--- config.mk ---
export PLATFORM = sky130hd
export DESIGN_NAME = flash_stat_reg
export DESIGN_NICKNAME = d
export VERILOG_FILES = /design/src/rtl/flash_stat_pkg.sv /design/src/rtl/flash_stat_sync.sv /design/src/rtl/flash_stat_faults.sv /design/src/rtl/flash_stat_snap.sv /design/src/rtl/flash_stat_reg.sv
export SDC_FILE = /design/constraint.sdc
export NUM_CORES = 1
export LEC_CHECK = 0
export ABC_AREA = 1
export BUFFER_PORTS_ARGS = -buffer_cell sky130_fd_sc_hd__buf_2
export CORE_AREA = 4 4 41 43
export DETAILED_ROUTE_END_ITERATION = 12
export DIE_AREA = 0 0 45 47
export PLACE_DENSITY = 0.83
export SLEW_MARGIN = 30
export SYNTH_ARGS = -nofsm -noshare
export SYNTH_HDL_FRONTEND = slang
export SYNTH_SLANG_ARGS = --single-unit
--- constraint.sdc ---
create_clock -name clk -period 1.9 [get_ports clk]
set_clock_uncertainty 0.05 [all_clocks]
set_input_delay 0.285 -clock clk [delete_from_list [all_inputs] [get_ports clk]]
set_output_delay 0.285 -clock clk [all_outputs]
set_load 0.01 [all_outputs]
--- src/rtl/flash_stat_pkg.sv ---
package flash_stat_pkg;
   localparam int STAT_W     = 8;
   localparam int BIT_READY  = 7;
   localparam int BIT_EFAIL  = 5;
   localparam int BIT_PFAIL  = 4;
   localparam int BIT_PROT   = 3;
   localparam logic [STAT_W-1:0] STAT_RESET = 8'h80;

   typedef struct packed {
      logic ready;
      logic efail;
      logic pfail;
      logic prot;
   } stat_fields_t;

   function automatic logic [STAT_W-1:0] pack_stat(stat_fields_t f);
      logic [STAT_W-1:0] w;
      w = '0;
      w[BIT_READY] = f.ready;
      w[BIT_EFAIL] = f.efail;
      w[BIT_PFAIL] = f.pfail;
      w[BIT_PROT]  = f.prot;
      return w;
   endfunction
endpackage

--- src/rtl/flash_stat_sync.sv ---
module flash_stat_sync #(
   parameter int STAGES = 2
) (
   input  logic clk,
   input  logic rst_n,
   input  logic d_n,
   output logic q_n
);
   generate
      if (STAGES == 0) begin : g_direct
         assign q_n = d_n;
      end else begin : g_chain
         logic [STAGES-1:0] chain;
         always_ff @(posedge clk or negedge rst_n) begin
            if (!rst_n) chain <= '1;
            else        chain <= {chain[STAGES-2+((STAGES==1)?1:0):0], d_n} ;
         end
         assign q_n = chain[STAGES-1];
      end
   endgenerate
endmodule

--- src/rtl/flash_stat_faults.sv ---
module flash_stat_faults (
   input  logic clk,
   input  logic rst_n,
   input  logic eng_busy,
   input  logic eng_is_erase,
   input  logic eng_prog_fail,
   input  logic eng_erase_fail,
   input  logic abort_req,
   input  logic clr_req,
   output logic pfail,
   output logic efail
);
   logic abort_live;
   logic set_p, set_e;

   assign abort_live = abort_req & eng_busy;
   assign set_p = eng_prog_fail  | (abort_live & ~eng_is_erase);
   assign set_e = eng_erase_fail | (abort_live &  eng_is_erase);

   always_ff @(posedge clk or negedge rst_n) begin
      if (!rst_n) begin
         pfail <= 1'b0;
         efail <= 1'b0;
      end else begin
         pfail <= (pfail & ~clr_req) | set_p;
         efail <= (efail & ~clr_req) | set_e;
      end
   end
endmodule

--- src/rtl/flash_stat_snap.sv ---
module flash_stat_snap #(
   parameter int W = 8,
   parameter logic [W-1:0] INIT = '0
) (
   input  logic         clk,
   input  logic         rst_n,
   input  logic         win,
   input  logic [W-1:0] live,
   output logic         win_q,
   output logic [W-1:0] snap
);
   always_ff @(posedge clk or negedge rst_n) begin
      if (!rst_n) begin
         win_q <= 1'b0;
         snap  <= INIT;
      end else begin
         win_q <= win;
         if (win && !win_q) snap <= live;
      end
   end
endmodule

--- src/rtl/flash_stat_reg.sv ---
module flash_stat_reg
   import flash_stat_pkg::*;
#(
   parameter int DATA_W      = 16,
   parameter int SYNC_STAGES = 2
) (
   input  logic              clk,
   input  logic              rst_n,
   input  logic              eng_busy,
   input  logic              eng_is_erase,
   input  logic              eng_prog_fail,
   input  logic              eng_erase_fail,
   input  logic              abort_req,
   input  logic              prot_any,
   input  logic              clr_req,
   input  logic              prog_req,
   input  logic              erase_req,
   input  logic              ce_n,
   input  logic              oe_n,
   input  logic              byte_mode,
   output logic              prog_go,
   output logic              erase_go,
   output logic [DATA_W-1:0] stat_data,
   output logic              drive_lo,
   output logic              drive_hi
);
   localparam int PAD_W = DATA_W - STAT_W;

   generate
      if (DATA_W < STAT_W) begin : g_bad_width
         $error("flash_stat_reg: DATA_W must be at least 8");
      end
      if (SYNC_STAGES < 0) begin : g_bad_sync
         $error("flash_stat_reg: SYNC_STAGES must not be negative");
      end
   endgenerate

   logic ce_s_n, oe_s_n;
   logic pfail, efail;
   logic win_q;
   logic [STAT_W-1:0] live, snap;
   stat_fields_t fields;

   flash_stat_sync #(.STAGES(SYNC_STAGES)) i_sync_ce (
      .clk(clk), .rst_n(rst_n), .d_n(ce_n), .q_n(ce_s_n));
   flash_stat_sync #(.STAGES(SYNC_STAGES)) i_sync_oe (
      .clk(clk), .rst_n(rst_n), .d_n(oe_n), .q_n(oe_s_n));

   flash_stat_faults i_faults (
      .clk(clk), .rst_n(rst_n), .eng_busy(eng_busy),
      .eng_is_erase(eng_is_erase), .eng_prog_fail(eng_prog_fail),
      .eng_erase_fail(eng_erase_fail), .abort_req(abort_req),
      .clr_req(clr_req), .pfail(pfail), .efail(efail));

   always_comb begin
      fields.ready = ~eng_busy;
      fields.efail = efail;
      fields.pfail = pfail;
      fields.prot  = prot_any;
      live = pack_stat(fields);
   end

   flash_stat_snap #(.W(STAT_W), .INIT(STAT_RESET)) i_snap (
      .clk(clk), .rst_n(rst_n), .win(~ce_s_n & ~oe_s_n),
      .live(live), .win_q(win_q), .snap(snap));

   assign prog_go  = prog_req  & ~(pfail | efail);
   assign erase_go = erase_req & ~(pfail | efail);
   assign drive_lo = win_q;
   assign drive_hi = win_q & ~byte_mode;

   generate
      if (PAD_W > 0) begin : g_wide
         assign stat_data = win_q ? {{PAD_W{1'b0}}, snap} : '0;
      end else begin : g_narrow
         assign stat_data = win_q ? snap : '0;
      end
   endgenerate
endmodule


==> metrics.txt <==
Fin Setup TNS=0 ps; worst min path class=in2reg; adder-cell area share of the yosys netlist=0%; power per cell area=776.9 mW/mm²; Clock Power Share=30.5%; final hold violations=0; Yosys reg bits=11; compound-cell area share of the yosys netlist=1.878%; Switching Share=25.61%; Reg area=281.5 µm²; Pint=between 0.0003 and 0.0004 W; die span in y=47 µm; RSZ-0062 raised after global routing=no; Vias/cell=4.102; setup violators final=0; layout cells sized above 1=about 39%; Core Area=0.001301 mm²; pin count of the biggest net entering global routing=12; distinct cell type count after synthesis=14; # DRC=0; Root Driver=clkbuf_4; row count=13; period utilisation layout=73.12%; global-route wire length before repair=1366 µm; setup repair bufs after CTS=0; clk slew on worst S/H paths=around 70 ps; P_sw=0.0001282 W; PostCTS Resize Cnt=0; # diodes=0; DR top layer=met3; CTS Sinks=11; CP Capture Type=primary output; Arr. time, crit path=around 1100 ps; Setup CP Type=reg2out; Initial DRC Count=5; Die Width=45 µm; IR drop worst, VDD=~290 µV; area growth from synthesis to layout=20.89%; aggregate global routing overflow=0; initial antenna violation count=0; Ys Warns=0; via count=402; Num CTS Buffers=3; Post-Syn Instances=58; multi-input logic area=176.4 µm²; Final Critical Period=1389 ps; Worst EP required=1560 ps; part of the power in combinational logic=14.5%; nets=98; Fmax=between 700 and 800 MHz; outcome=finished clean; max_cap viols=0; antenna-violating nets left=0; drt wl/cell=8.673 µm; met3 WL post-DR=156 µm; drt total wl=850 µm; cell leakage power=0.3816 nW; post-synthesis sequential area ratio=52.82%; Post-Synthesis Cell Area=between 500 and 600 µm²; Placer Congestion=0.6901; clk_lat worst skew=260 ps; Final HPWL DP=700.5 µm; vias in the first global route=331; post-synthesis xor/xnor area fraction=0%; wire length on met1=338 µm; fillers=129; Total GRT Usage=9.287%; CTS tree=built; Slew Limit Fails=0; IO Pins=34; drt pass-1 iters=2; Clock Path Buffers=2; H-Tree Depth=1; CP Launch Type=flip-flop; largest family of logic cells by synthesized area=simple AND/OR/NAND/NOR gates; Flop pwr share=55.1%; multiplexer share of the synthesized area=0%; Initial Util=40.96%; met2 wire len=approximately 360 µm; die area=0.002115 mm²; Post-Synth Simple-Gate Area=22.77%; Crit Path Max Fanout=4; PortBufs=21; utilization after layout=49.52%; syn avg cell area=9.190 µm²
## synth_stat cells (all sizes together)
master / instances / area share (%)
nand2: 15 / 11
buf: 12 / 17
inv: 7 / 4.9
dfrtp: 6 / 28
dfstp: 5 / 25
nand3: 5 / 4.7
a21oi: 2 / 1.9
nor2: 2 / 2.8
nor3b: 2 / 2.8
conb: 1 / 0.70
nand3b: 1 / 1.4
## flip-flops by register name, indices dropped and copies added (netlist names)
name / count
i_snap.snap: 4
i_sync_ce.g_chain.chain: 2
i_sync_oe.g_chain.chain: 2
i_faults.efail: 1
i_faults.pfail: 1
i_snap.win_q: 1
## cells in the final DEF (no fill, tap or decap), types with 2 or more instances in the layout
| cell | synthesis | routed |
|---|---|---|
| clkbuf_4 | 0 | 3 |
| inv_1 | 6 | 6 |
| dfstp_2 | 5 | 5 |
| conb_1 | 1 | 12 |
| nand2_1 | 14 | 14 |
| nor3b_1 | 2 | 2 |
| a21oi_1 | 2 | 2 |
| dfrtp_1 | 6 | 6 |
| nand3_1 | 5 | 5 |
| buf_2 | 0 | 21 |
## cells by family (layout without fill, tap and decap cells)
group / count (synthesis) / after routing
flip-flops: 11 / 11
AO/OA/AOI/OAI: 2 / 2
buffers and inverters: 19 / 33
AND/OR/NAND/NOR: 25 / 25
other: 1 / 12
## per-stage QoR
stage / setup slack, ps / instances / hold WS (ps) / power, W / area, µm²
2_1_floorplan: 845.7 / 69 / -60.59 / 0.0003374 / 574.3
3_3_place_gp: 823.5 / 93 / 103.1 / 0.0003486 / 608.1
3_5_place_dp: 790.1 / 93 / 112.9 / 0.0003516 / 608.1
4_1_cts: 485.9 / 98 / 54.20 / 0.0005115 / 644.4
5_1_grt: 431.5 / 98 / 59.54 / 0.0005332 / 644.4
6_report: 510.8 / 98 / 69.32 / 0.0005006 / 644.4
## power by group through the flow
stage                     Clock [W]  Sequential [W]  Combinational [W]
after floorplan                   0        0.000278          0.0000593
after global placement            0        0.000279          0.0000698
after detailed placement          0        0.000280          0.0000716
after CTS                  0.000162        0.000276          0.0000735
after global routing       0.000170        0.000279          0.0000842
final                      0.000153        0.000276          0.0000724
## final cells by class
cell class | instances | share of cell area, %
Inverter | 7 | 4.078
Timing Repair Buffer | 22 | 17.86
Multi-Input combinational cell | 39 | 27.38
Tap cell | 15 | 2.913
Clock buffer | 4 | 4.078
Sequential cell | 11 | 43.69
## routing by layer
| layer | global-route usage [%] | up-vias |
|---|---|---|
| met1 | 12.06 | 170 |
| li1 | - | 203 |
| met5 | 0 | - |
| met2 | 12.99 | 29 |
| met4 | 7.018 | 0 |
| met3 | 2.682 | 0 |
## critical path: stages, from the launching register on
cell	delay (ps)
dfrtp_1	410
nor3b_1	220
buf_2	160
## worst paths after layout
| kind | slack, ps | start | end | depth (start not counted) |
|---|---|---|---|---|
| worst max register to register | 980 | i_snap.win_q | i_snap.snap[4] | 4 |
| max in group asynchronous | 1190 | rst_n | i_snap.snap[7] | 2 |
| min in group asynchronous | 350 | rst_n | i_faults.efail | 2 |
| worst max-delay path | 510 | i_faults.pfail | erase_go | 2 |
| worst min register to register | 310 | i_sync_ce.g_chain.chain[0] | i_sync_ce.g_chain.chain[1] | 0 |
| worst min-delay path | 70 | ce_n | i_sync_ce.g_chain.chain[0] | 1 |
## what timing repair did
| action | in CTS | in global routing |
|---|---|---|
| hold buffers | 1 | 0 |
| hold endpoints to repair | 6 | 0 |
| setup endpoints to repair | 0 | 0 |
Note: power is estimated with default switching activity, not from simulation.
